[src/rtl/tod_pkg.sv]
package tod_pkg;
  localparam int WORD_W = 32;

  // strobes and values the control hands to the datapath each cycle
  typedef struct packed {
    logic              wrLo;
    logic              wrHi;
    logic              rdLo;
    logic              rdHi;
    logic              rdInc;
    logic              rdNone;
    logic              addEn;
    logic [WORD_W-1:0] wrData;
    logic [WORD_W-1:0] incAmount;
    logic [WORD_W-1:0] incView;
  } todStrobes_t;
endpackage

[src/rtl/tod_ctrl.sv]
module tod_ctrl
  import tod_pkg::*;
#(
  parameter bit NARROW       = 1'b0,
  parameter int NARROW_INC_W = 24,
  parameter int WIDE_INC_W   = 31,
  parameter int ADDR_W       = 2
) (
  input  logic              clk,
  input  logic              rst,
  input  logic              wrEn,
  input  logic              rdEn,
  input  logic [ADDR_W-1:0] addr,
  input  logic [WORD_W-1:0] wrData,
  output todStrobes_t       strobes
);
  localparam int INC_W = NARROW ? NARROW_INC_W : WIDE_INC_W;
  localparam int PER_W = WORD_W - NARROW_INC_W;
  localparam logic [ADDR_W-1:0] ADDR_LO  = ADDR_W'(0);
  localparam logic [ADDR_W-1:0] ADDR_HI  = ADDR_W'(1);
  localparam logic [ADDR_W-1:0] ADDR_INC = ADDR_W'(2);

  logic [INC_W-1:0]  incField;
  logic [WORD_W-1:0] incView;
  logic              pace;
  logic              wrInc;
  logic              hitAny;

  assign hitAny = (addr == ADDR_LO) || (addr == ADDR_HI) || (addr == ADDR_INC);
  assign wrInc  = wrEn && (addr == ADDR_INC);

  always_ff @(posedge clk) begin
    if (rst)        incField <= '0;
    else if (wrInc) incField <= wrData[INC_W-1:0];
  end

  generate
    if (NARROW) begin : g_narrow
      logic [PER_W-1:0] period;
      logic [PER_W-1:0] paceCnt;

      // add once every `period` edges; period 0 stops accumulation
      assign pace    = (period != '0) && (paceCnt >= period - 1'b1);
      assign incView = {period, incField};

      always_ff @(posedge clk) begin
        if (rst) begin
          period  <= '0;
          paceCnt <= '0;
        end else if (wrInc) begin
          period  <= wrData[WORD_W-1:NARROW_INC_W];
          paceCnt <= '0;
        end else if (period != '0) begin
          paceCnt <= pace ? '0 : paceCnt + 1'b1;
        end
      end

      // period field zero must never let an add through
      assert_period_zero_R8: assert property (@(posedge clk) disable iff (rst)
        (period == '0) |-> !pace);
    end else begin : g_wide
      assign pace    = 1'b1;
      assign incView = {{(WORD_W-INC_W){1'b0}}, incField};
    end
  endgenerate

  always_comb begin
    strobes           = '0;
    strobes.wrLo      = wrEn && (addr == ADDR_LO);
    strobes.wrHi      = wrEn && (addr == ADDR_HI);
    strobes.rdLo      = rdEn && (addr == ADDR_LO);
    strobes.rdHi      = rdEn && (addr == ADDR_HI);
    strobes.rdInc     = rdEn && (addr == ADDR_INC);
    strobes.rdNone    = rdEn && !hitAny;
    strobes.addEn     = pace;
    strobes.wrData    = wrData;
    strobes.incAmount = {{(WORD_W-INC_W){1'b0}}, incField};
    strobes.incView   = incView;
  end

  // a write to the unmapped address leaves the increment alone
  assert_unmapped_write_R3: assert property (@(posedge clk) disable iff (rst)
    (wrEn && !hitAny) |=> $stable(incField));

  // a written increment is visible from the next edge
  assert_inc_write_R6: assert property (@(posedge clk) disable iff (rst)
    wrInc |=> (incField == $past(wrData[INC_W-1:0])));
endmodule

[src/rtl/tod_datapath.sv]
module tod_datapath
  import tod_pkg::*;
#(
  parameter int CNT_W = 2 * WORD_W
) (
  input  logic              clk,
  input  logic              rst,
  input  todStrobes_t       s,
  output logic [WORD_W-1:0] rdData
);
  logic [CNT_W-1:0]  count;
  logic [WORD_W-1:0] snapHi;

  always_ff @(posedge clk) begin
    if (rst) begin
      count  <= '0;
      snapHi <= '0;
      rdData <= '0;
    end else begin
      if (s.wrLo)       count[WORD_W-1:0]     <= s.wrData;
      else if (s.wrHi)  count[CNT_W-1:WORD_W] <= s.wrData;
      else if (s.addEn) count <= count + {{(CNT_W-WORD_W){1'b0}}, s.incAmount};

      if (s.rdLo) begin
        rdData <= count[WORD_W-1:0];
        snapHi <= count[CNT_W-1:WORD_W];
      end else if (s.rdHi) begin
        rdData <= snapHi;
      end else if (s.rdInc) begin
        rdData <= s.incView;
      end else if (s.rdNone) begin
        rdData <= '0;
      end
    end
  end

  assert_zero_hold_R2: assert property (@(posedge clk) disable iff (rst)
    (s.addEn && s.incAmount == '0 && !s.wrLo && !s.wrHi) |=> $stable(count));

  assert_word_write_R5: assert property (@(posedge clk) disable iff (rst)
    s.wrLo |=> (count[WORD_W-1:0] == $past(s.wrData)) &&
               (count[CNT_W-1:WORD_W] == $past(count[CNT_W-1:WORD_W])));

  assert_other_word_R5: assert property (@(posedge clk) disable iff (rst)
    s.wrHi |=> (count[CNT_W-1:WORD_W] == $past(s.wrData)) &&
               (count[WORD_W-1:0] == $past(count[WORD_W-1:0])));

  assert_carry_R9: assert property (@(posedge clk) disable iff (rst)
    (!s.wrLo && !s.wrHi && s.addEn &&
     (({1'b0, count[WORD_W-1:0]} + {1'b0, s.incAmount}) > {1'b0, {WORD_W{1'b1}}}))
    |=> (count[CNT_W-1:WORD_W] == $past(count[CNT_W-1:WORD_W]) + 1'b1));

  assert_snapshot_R4: assert property (@(posedge clk) disable iff (rst)
    (s.rdLo ##1 s.rdHi) |=> (rdData == $past(count[CNT_W-1:WORD_W], 2)));

  assert_reset_R10: assert property (@(posedge clk)
    $past(rst) |-> (count == '0 && rdData == '0));
endmodule

[src/rtl/tod_counter.sv]
module tod_counter
  import tod_pkg::*;
#(
  parameter bit NARROW = 1'b0,
  parameter int ADDR_W = 2
) (
  input  logic              clk,
  input  logic              rst,
  input  logic              regWrEn,
  input  logic              regRdEn,
  input  logic [ADDR_W-1:0] regAddr,
  input  logic [31:0]       regWrData,
  output logic [31:0]       regRdData
);
  todStrobes_t strobes;

  tod_ctrl #(
    .NARROW       (NARROW),
    .NARROW_INC_W (24),
    .WIDE_INC_W   (31),
    .ADDR_W       (ADDR_W)
  ) u_ctrl (
    .clk     (clk),
    .rst     (rst),
    .wrEn    (regWrEn),
    .rdEn    (regRdEn),
    .addr    (regAddr),
    .wrData  (regWrData),
    .strobes (strobes)
  );

  tod_datapath #(
    .CNT_W (2 * WORD_W)
  ) u_dp (
    .clk    (clk),
    .rst    (rst),
    .s      (strobes),
    .rdData (regRdData)
  );
endmodule

[config.mk]
export PLATFORM = sky130hd
export DESIGN_NAME = tod_counter
export DESIGN_NICKNAME = d
export VERILOG_FILES = /design/src/rtl/tod_pkg.sv /design/src/rtl/tod_ctrl.sv /design/src/rtl/tod_datapath.sv /design/src/rtl/tod_counter.sv
export SDC_FILE = /design/constraint.sdc
export NUM_CORES = 1
export LEC_CHECK = 0
export BUFFER_PORTS_ARGS = -buffer_cell sky130_fd_sc_hd__buf_4
export CAP_MARGIN = 20
export CORE_ASPECT_RATIO = 0.5
export CORE_MARGIN = 10
export CORE_UTILIZATION = 33
export DETAILED_ROUTE_END_ITERATION = 10
export MAX_ROUTING_LAYER = met4
export PLACE_DENSITY_LB_ADDON = 0.1
export REMOVE_ABC_BUFFERS = 1
export SLEW_MARGIN = 5
export SYNTH_ARGS = -nofsm -noshare
export SYNTH_HDL_FRONTEND = slang
export SYNTH_SLANG_ARGS = --single-unit
[constraint.sdc]
create_clock -name clk -period 3 [get_ports clk]
set_input_delay 0.6 -clock clk [delete_from_list [all_inputs] [get_ports clk]]
set_output_delay 0.6 -clock clk [all_outputs]
set_load 0.02 [all_outputs]
==> key figures, run 1 <==
Synthesis
  • Asr flop ratio synth: 0%
  • Synth warn: 0
  • Post-synth top flop: dfxtp_1
  • Synth top area share: 35.0%
  • Avg Cell Area, Syn: 7.76 um2
  • Mux cell area share after synthesis: 6.83%
  • Flops & latches, synth: 159
  • Leading area contributor after synthesis: dfxtp_1
  • Synth area leaders: dfxtp_1 35%, a21oi_1 8.7%, nand2_1 7.8%
  • Yosys cell types: 64
  • Most common cell in the netlist: nand2_1
  • Mapped Area: 9090 um2
  • Largest family of logic cells by synthesized area: compound AO/OA/AOI/OAI gates
  • Synth Area in Compound Gates: 25.5%
  • Post-synthesis adder-cell area fraction: 4.49%
  • Syn Inst Count: 1171
  • EDFF count, synth: 0
  • Post-Synth Simple-Gate Area: 21.3%
  • Seq/Total Area, Yosys: 35.0%
  • Xor/xnor share of the synthesized area: 2.60%
  • Post-synth top cells: 188 x nand2_1, 159 x dfxtp_1, 158 x a21oi_1, 127 x nor2_1, 74 x clkbuf_1

Global routing
  • Vias in the first global route: 8794
  • Total GRT Usage: 19.6%
  • First-pass GRT wire length: 51400 um
  • Largest net degree at the start of global routing: 65
  • Initial antenna violation count: 1
  • Gr ovfl total: 0

Critical path
  • Worst EP arrival: 3.27 ns
  • Largest fanout on the critical path: 3
  • Max stage delay on crit path: 0.44 ns
  • Critical Path Source Type: flop
  • Critical path required time: 3.35 ns
  • Crit path cell chain: ha_4, fa_2, a21o_4, a311oi_4, nor4b_4, o31ai_4, buf_4, a21oi_2, or4_1, a311oi_2
  • CP max-delay cell: or4_1
  • Worst-case reg-to-reg path depth: 10
  • Kind of critical path: reg2reg
  • CP Capture Type: flop

Clocking
  • Root Buffer: clkbuf_16
  • CTS buffer count: 17
  • # H-tree levels: 4
  • CTS Hold Bufs: 0
  • Clock transition at the registers of the reported paths: 0.07 ns
  • Clock buffer depth: 2
  • CTS tree: built
  • Clk sinks: 159
  • Skew-Pair Late Insertion Delay: 0.45 ns

Pwr
  • Tot Pwr: 5.50 mW
  • PD cells: 478 nW/um2
  • Leakage: 4.56 nW
  • VDD IR max: 0.422 mV

Detailed routing
  • Post-Route WL: 33100 um
  • Initial DRC count: 596
  • Drc violations: 0
  • Initial DRT Pass Iterations: 5
  • Post-route ant nets: 0
  • Routed vias: 9046
  • Post-DR vias/cell: 5.47
  • Drt wl/cell: 20.0 um

STA
  • Final setup viols: 0
  • Final hold vios: 0
  • Max-slew violation count: 0
  • RSZ-0062 raised after global routing: true
  • Crit path time final: 2.92 ns
  • Final Skew: 0.0117 ns
  • Actual slew at the worst max-slew pin: 0.701 ns
  • Crit share post-route: 97.3%
  • WHS: 0.413 ns
  • Rel. slew slack: 53.1%
  • Fmax: 343 MHz

Die
  • # rows: 42
  • Chip height: 137 um
  • Core area: 26700 um2
  • Die W: 255 um
  • I/O pins: 70
  • Initial Utilization: 34.0%
  • Die ar.: 35000 um2

Place
  • Placed Instances: 1615
  • I/O Buffers: 69
  • Routability cong.: 0.937
  • Detailed placer's ending HPWL: 24000 um

Job
  • Max Cap Viol: 0

Cells and area
  • Synth-to-Final Area Change: 26.6%
  • Cell Count, Final, Fillers Out: 1654
  • Layout cells sized above 1: 20.5%
  • Nets@finish: 1358
  • Number of fill cells: 2726

Hold path
  • Hold Path Class: in2reg
  • Hold path cells: 3

Status
  • Status: completed
## cell families (layout without fill, tap and decap cells)
group | count (synthesis) | count (layout)
simple gates | 435 | 435
other cells | 0 | 1
buf+inv | 101 | 231
mux | 62 | 62
flops | 159 | 159
compound gates | 355 | 355
xor+xnor | 27 | 27
fa+ha+maj | 32 | 32
## metal layers
layer	vias up	GRT usage, %	routed length, um
met5	-	-	0
met1	4352	27.0	16900
met2	197	28.6	14100
met3	25	4.31	1680
li1	4472	-	-
met4	0	4.37	361
## cell usage in the layout (no fill, tap or decap), types with 5 or more instances in the layout
master | synthesis | final
nand3_1 | 21 | 20
buf_4 | 1 | 182
ha_1 | 31 | 23
nor3_1 | 14 | 13
and3_1 | 16 | 16
or4_1 | 7 | 7
a311oi_1 | 8 | 6
nor2b_1 | 7 | 5
a221oi_1 | 7 | 5
nand2_1 | 188 | 187
ha_4 | 0 | 8
xor2_1 | 12 | 12
clkbuf_16 | 0 | 17
mux2i_1 | 62 | 62
o211ai_1 | 14 | 14
nand4_1 | 16 | 16
a211oi_1 | 66 | 65
o21bai_1 | 10 | 10
dfxtp_1 | 159 | 154
and2_1 | 7 | 7
a21oi_1 | 158 | 153
nor4_1 | 7 | 7
inv_1 | 12 | 12
nor2_1 | 127 | 126
or3_1 | 6 | 6
a21o_1 | 15 | 15
xnor2_1 | 15 | 15
o21ai_0 | 22 | 21
a31oi_1 | 16 | 16
a22oi_1 | 5 | 5
## through the flow
stage / util, % / worst slack (ns) / instance area (um2) / TNS [ns]
finish: 43.0 / 0.0808 / 11500 / 0
detailed placement: 39.7 / -0.386 / 10600 / -3.25
global placement: 39.7 / -0.339 / 10600 / -2.72
floorplan: - / -0.846 / 8740 / -15.88
global route: 43.0 / -0.0358 / 11500 / -0.0428
CTS: 42.6 / 0.00424 / 11400 / 0
## path summary, 6_finish.rpt
kind	from	to	slack, ns
setup / recovery	u_dp.count[0]$_SDFFE_PP0P_	u_dp.count[26]$_SDFFE_PP0P_	0.08
hold / removal	regWrData[15]	u_ctrl.incField[15]$_SDFFE_PP0P_	0.41
setup reg to reg	u_dp.count[0]$_SDFFE_PP0P_	u_dp.count[26]$_SDFFE_PP0P_	0.08
hold reg to reg	u_dp.snapHi[12]$_SDFFE_PP0P_	u_dp.snapHi[12]$_SDFFE_PP0P_	0.46
## cell type report
cell class	count	area (um2)	share of cell area (%)
antenna	1	2.50	0.0217
clock buffer	22	474	4.12
clock inverter	10	134	1.16
inverter	12	45.0	0.391
multi-input combinational	911	5770	50.1
sequential	159	3190	27.8
tap	352	440	3.83
timing repair buffer	187	1450	12.6
## sequential cells by signal (all words and copies together) (netlist names)
name / count
u_dp.snapHi: 32
u_ctrl.incField: 31
u_dp.rdData: 32
u_dp.count: 64
## power breakdown
part | leakage [nW] | switching (mW) | internal, mW | total (mW)
Combinational | 2.96 | 0.504 | 0.379 | 0.883
Sequential | 1.30 | 0.0837 | 2.21 | 2.29
Clock | 0.296 | 0.955 | 1.37 | 2.33
## repair_timing
action                     4_1_cts  5_1_grt
resized for setup               20       25
setup endpoints to repair       21       25
pin swaps                       15       15
setup buffers                    8        1
## worst max-delay path, delay by kind of cell, from the launching register on
| kind | cells | cell delay [ns] |
|---|---|---|
| compound gates | 5 | 1.21 |
| fa+ha+maj | 2 | 0.51 |
| buf+inv | 1 | 0.18 |
| flops | 1 | 0.35 |
| simple gates | 2 | 0.56 |
No activity file was read; power rests on OpenSTA's default activity.
==> run 2: changes to the inputs <==
REMOVE_ABC_BUFFERS = default   (was 1)
==> run 2 against run 1 <==
Against the previous run:
- non-clock buffer count shrank 31
- clock power shrank 3%
- count of clock-buffer cells in the layout shrank 2
- hold slack lost 0.0026 ns
- final cell count shrank 1.9%
- sequential power is essentially flat
==> key figures, run 2 (same netlist as run 1, synthesis figures left out) <==
Critical path
  • CP Capture Type: flop
  • Worst-case reg-to-reg path depth: 13
  • Critical Path Source Type: flop
  • Largest fanout on the critical path: 4
  • Reg2reg start: u_ctrl.incField[0]$_SDFFE_PP0P_
  • Critical R2R Capture: u_dp.count[60]$_SDFFE_PP0N_
  • Crit path launch: u_ctrl.incField[0]$_SDFFE_PP0P_
  • Kind of critical path: reg2reg
  • Critical Path End: u_dp.count[60]$_SDFFE_PP0N_
  • Critical path required time: 3.37 ns
  • Internal reg-to-reg setup slack: 0.03 ns
  • Worst EP arrival: 3.33 ns

Clocking
  • CTS tree: built
  • Skew-Pair Late Insertion Delay: 0.46 ns
  • Clock buffer depth: 2
  • Clock transition at the registers of the reported paths: 0.07 ns
  • Clk sinks: 159
  • Root Buffer: clkbuf_16
  • # H-tree levels: 4
  • CTS buffer count: 17
  • CTS Hold Bufs: 0

Die
  • Die W: 255 um
  • Core area: 26700 um2
  • Initial Utilization: 34.0%
  • # rows: 42
  • I/O pins: 70
  • Die ar.: 35000 um2
  • Chip height: 137 um

Global routing
  • Vias in the first global route: 8591
  • First-pass GRT wire length: 51000 um
  • Largest net degree at the start of global routing: 68
  • Total GRT Usage: 19.4%
  • Initial antenna violation count: 0
  • Gr ovfl total: 0

Cells and area
  • Leading cell types in the layout, fill and taps excluded: 188 x nand2_1, 156 x a21oi_1, 155 x dfxtp_1
  • Largest Register: u_dp.count
  • Most common cell after layout, fill and taps aside: nand2_1
  • Antenna diodes: 0
  • Number of fill cells: 2727
  • Largest regs: u_dp.count x64, u_dp.rdData x32, u_dp.snapHi x32
  • Layout cells sized above 1: 17.9%
  • Max reg flops: 64
  • Nets@finish: 1328
  • Synth-to-Final Area Change: 23.2%

Hold path
  • Hold path start: regWrData[30]
  • Hold Path Class: in2reg

Place
  • Detailed placer's ending HPWL: 23000 um
  • Routability cong.: 0.912
  • I/O Buffers: 69

Detailed routing
  • Post-Route WL: 32900 um
  • Initial DRC count: 751
  • Routed vias: 9044
  • Post-route ant nets: 0
  • Drc violations: 0
  • Post-DR vias/cell: 5.57
  • Initial DRT Pass Iterations: 5
  • Drt wl/cell: 20.3 um

Pwr
  • PD cells: 478 nW/um2
  • VDD IR max: 0.429 mV
  • Tot Pwr: 5.35 mW
  • Leakage: 4.36 nW

STA
  • RSZ-0062 raised after global routing: true
  • Rel. slew slack: 52.9%
  • Crit share post-route: 98.9%
  • Fmax: 337 MHz
  • Actual slew at the worst max-slew pin: 0.701 ns
  • Final Skew: 0.0118 ns
  • Total negative setup slack: 0 ns
  • Crit path time final: 2.97 ns
  • Max-slew violation count: 0
  • Final hold vios: 0
  • Final setup viols: 0

Status
  • Status: completed

Synthesis
  • Syn Nets: 1241

Job
  • Max Cap Viol: 0
-- run 2: per-stage QoR --
step	setup slack [ns]	cell area [um2]	utilization, %	instances	hold WS [ns]
after detailed placement	-0.267	10300	38.4	1574	0.446
after CTS	0.00457	11000	41.2	1614	0.391
after global placement	-0.246	10300	38.4	1574	0.444
after global routing	-0.121	11200	41.8	1623	0.413
final	0.0339	11200	41.8	1623	0.411
after floorplan	0.276	9090	-	1171	0.432
-- run 2: metal layers --
layer / vias up / global-route usage, % / part of all wire [%]
li1: 4414 / - / -
met1: 4377 / 27.3 / 52
met2: 224 / 27.4 / 41
met3: 29 / 4.21 / 5.1
met4: 0 / 4.96 / 1.2
met5: - / - / 0
-- run 2: layout make-up --
cell class | instances | area, um2 | share of cell area, %
multi-input combinational | 912 | 5700 | 50.9
clock inverter | 12 | 136 | 1.22
inverter | 12 | 45.0 | 0.402
tap | 352 | 440 | 3.94
timing repair buffer | 156 | 1220 | 10.9
clock buffer | 20 | 457 | 4.08
sequential | 159 | 3190 | 28.5
-- run 2: what timing repair did --
| action | in CTS | in global routing |
|---|---|---|
| buffers inserted | 7 | 9 |
| cloned | 1 | 0 |
| pin swaps | 7 | 16 |
| resized for setup | 14 | 19 |
| setup endpoints to repair | 17 | 19 |
-- run 2: worst max-delay path, stage by stage, from the launching register on --
cell	delay [ns]
dfxtp_2	0.34
ha_4	0.16
fa_2	0.35
a21o_4	0.23
a311oi_4	0.30
nor4b_4	0.12
o31ai_2	0.24
buf_4	0.20
a211oi_4	0.07
buf_4	0.17
buf_6	0.11
o211ai_1	0.24
xor2_1	0.11
a221oi_1	0.25
-- run 2: how the worst min path moves through the flow --
stage	slack [ns]	to	cells past startpoint
2_1_floorplan	0.43	u_dp.snapHi[29]$_SDFFE_PP0P_	2
3_3_place_gp	0.44	u_dp.snapHi[27]$_SDFFE_PP0P_	2
3_5_place_dp	0.45	u_dp.snapHi[21]$_SDFFE_PP0P_	2
4_1_cts	0.39	u_ctrl.incField[30]$_SDFFE_PP0P_	3
5_1_grt	0.41	u_ctrl.incField[30]$_SDFFE_PP0P_	3
6_report	0.41	u_ctrl.incField[30]$_SDFFE_PP0P_	3
-- run 2: report_power, final --
group,total [mW],switching [mW],internal (mW),leakage [nW]
clock,2.25,0.979,1.27,0.271
sequential,2.30,0.0876,2.21,1.30
combinational,0.809,0.483,0.326,2.79
==> run 3: changes to the inputs <==
CORE_UTILIZATION = 61   (was 33)
HOLD_SLACK_MARGIN = 0.15   (was default)
==> run 3 against run 2 <==
Against the previous run:
- count of clock-buffer cells in the layout fell by 3
- sequential cell count is the same
- final area is 3.9% lower
- register-to-register slack worse by 0.02 ns
- critical endpoint unchanged
- largest cell class unchanged
- largest power group unchanged
==> key figures, run 3 (same netlist as run 1, synthesis figures left out) <==
Critical path
  • Critical R2R Capture: u_dp.count[60]$_SDFFE_PP0N_
  • Largest fanout on the critical path: 7
  • Critical Path Source Type: flop
  • Worst EP arrival: 3.33 ns
  • Critical path required time: 3.34 ns
  • Internal reg-to-reg setup slack: 0.02 ns
  • CP Capture Type: flop
  • Worst-case reg-to-reg path depth: 12
  • Kind of critical path: reg2reg
  • Reg2reg start: u_dp.count[0]$_SDFFE_PP0P_

STA
  • Fmax: 335 MHz
  • Crit path time final: 2.98 ns
  • Rel. slew slack: 50.1%
  • RSZ-0062 raised after global routing: true
  • Crit share post-route: 99.4%
  • Max-slew violation count: 0
  • Actual slew at the worst max-slew pin: 0.748 ns
  • Final hold vios: 0
  • Final Skew: 0.0128 ns
  • Final setup viols: 0

Clocking
  • Clock buffer depth: 2
  • CTS tree: built
  • Clock transition at the registers of the reported paths: 0.08 ns
  • Skew-Pair Late Insertion Delay: 0.44 ns
  • Clk sinks: 159
  • CTS buffer count: 17
  • Root Buffer: clkbuf_16
  • # H-tree levels: 4
  • CTS Hold Bufs: 0

Cells and area
  • Nets@finish: 1300
  • Max reg flops: 64
  • Leading cell types in the layout, fill and taps excluded: 188 x nand2_1, 156 x a21oi_1, 156 x dfxtp_1
  • Antenna diodes: 0
  • Largest regs: u_dp.count x64, u_dp.rdData x32, u_dp.snapHi x32
  • Most common cell after layout, fill and taps aside: nand2_1
  • Area occupied by multi-input gates: 5670 um2
  • Layout cells sized above 1: 15.8%
  • Cell Count, Final, Fillers Out: 1441
  • Largest Register: u_dp.count
  • FF+latch area: 3190 um2
  • Post-layout util: 74.1%
  • Synth-to-Final Area Change: 18.3%
  • Number of fill cells: 1116

Job
  • Max Cap Viol: 0

Hold path
  • Hold path start: regWrData[20]
  • Hold Path Class: in2reg
  • Hold path cells: 3
  • Hold EP: u_ctrl.incField[20]$_SDFFE_PP0P_

Global routing
  • Initial antenna violation count: 0
  • Largest net degree at the start of global routing: 64
  • Gr ovfl total: 0
  • First-pass GRT wire length: 46900 um
  • Vias in the first global route: 8614
  • Total GRT Usage: 29.5%

Die
  • # rows: 31
  • Die W: 193 um
  • Die ar.: 20500 um2
  • Chip height: 106 um
  • Core area: 14500 um2
  • Initial Utilization: 62.6%
  • I/O pins: 70

Detailed routing
  • Initial DRC count: 996
  • Post-route ant nets: 0
  • Post-DR vias/cell: 6.57
  • Drc violations: 0
  • Routed vias: 9474
  • Drt wl/cell: 21.3 um
  • Initial DRT Pass Iterations: 6
  • Post-Route WL: 30700 um

Pwr
  • VDD IR max: 0.392 mV
  • Net Sw Power: 1.61 mW
  • Int Pwr: 3.79 mW
  • Sw Share: 29.8%
  • Leakage: 4.24 nW
  • Sequential Power Share: 42.6%
  • Clock power frac: 42.4%
  • PD cells: 502 nW/um2
  • Comb power frac: 15.0%
  • Tot Pwr: 5.39 mW

Place
  • Routability cong.: 0.961
  • Detailed placer's ending HPWL: 21100 um
  • I/O Buffers: 69
  • Placed Instances: 1402

Synthesis
  • Syn Nets: 1241

Status
  • Status: completed
run 3: cell count changes in the layout (fill, tap and decap cells not counted), moves of 3 or more:
| cell | change |
|---|---|
| inv_6 | +7 |
| buf_4 | -24 |
| clkinvlp_4 | -4 |
| buf_6 | -3 |
run 3: how the worst max path moves through the flow:
stage / startpoint / endpoint / slack [ns] / depth (start not counted)
floorplan: u_ctrl.incField[0]$_SDFFE_PP0P_ / u_dp.count[36]$_SDFFE_PP0N_ / 0.28 / 10
global placement: u_ctrl.incField[0]$_SDFFE_PP0P_ / u_dp.count[62]$_SDFFE_PP0N_ / -0.02 / 12
detailed placement: u_ctrl.incField[0]$_SDFFE_PP0P_ / u_dp.count[62]$_SDFFE_PP0N_ / -0.1 / 12
CTS: u_ctrl.incField[0]$_SDFFE_PP0P_ / u_dp.count[60]$_SDFFE_PP0N_ / 0.004 / 12
global route: u_dp.count[0]$_SDFFE_PP0P_ / u_dp.count[60]$_SDFFE_PP0N_ / -0.08 / 12
finish: u_dp.count[0]$_SDFFE_PP0P_ / u_dp.count[60]$_SDFFE_PP0N_ / 0.02 / 12
run 3: cell type report:
cell class              count  share of cell area (%)
clock inverters            15                    1.61
multi-input cells         911                    52.7
clock buffers              17                    3.96
repair buffers            129                    9.39
inverters                  12                   0.419
well taps                 198                    2.30
flip-flops and latches    159                    29.6
run 3: critical path, cell delays in order, from the launching register on:
cell      delay, ns
dfxtp_2        0.34
ha_4           0.18
fa_2           0.38
a21o_4         0.23
a311oi_4       0.36
nor4b_4        0.10
o31ai_2        0.23
buf_4          0.19
a211oi_4       0.11
buf_6          0.16
o211ai_1       0.23
xor2_1         0.11
a221oi_1       0.26
run 3: power groups by stage:
stage,clock network (mW),registers [mW],logic (mW)
after floorplan,0,2.34,0.476
after global placement,0,2.33,0.742
after detailed placement,0,2.34,0.759
after CTS,2.28,2.29,0.772
after global routing,2.37,2.31,0.871
final,2.28,2.30,0.810
run 3: per-layer routing:
layer  global-route usage [%]  share of wire (%)  routed length (um)
met5                        -                  0                   0
met3                     7.24                 10                3210
met4                     6.33                1.4                 417
met2                     43.4                 44               13600
met1                     39.9                 44               13500
run 3: repair_timing:
| action | in CTS | in global routing |
|---|---|---|
| gates resized for setup | 5 | 23 |
| pin swaps | 4 | 22 |
| buffers inserted | 1 | 6 |
| gates cloned | 0 | 0 |
| endpoints found under the setup margin | 5 | 26 |
run 3: through the flow:
step	worst slack (ns)	setup TNS [ns]	hold WS (ns)	area, um2
2_1_floorplan	0.276	0	0.432	9090
6_report	0.0178	0	0.425	10800
4_1_cts	0.00448	0	0.419	10600
3_3_place_gp	-0.0173	-0.0173	0.443	9960
5_1_grt	-0.0814	-0.298	0.417	10800
3_5_place_dp	-0.0994	-0.120	0.449	9960
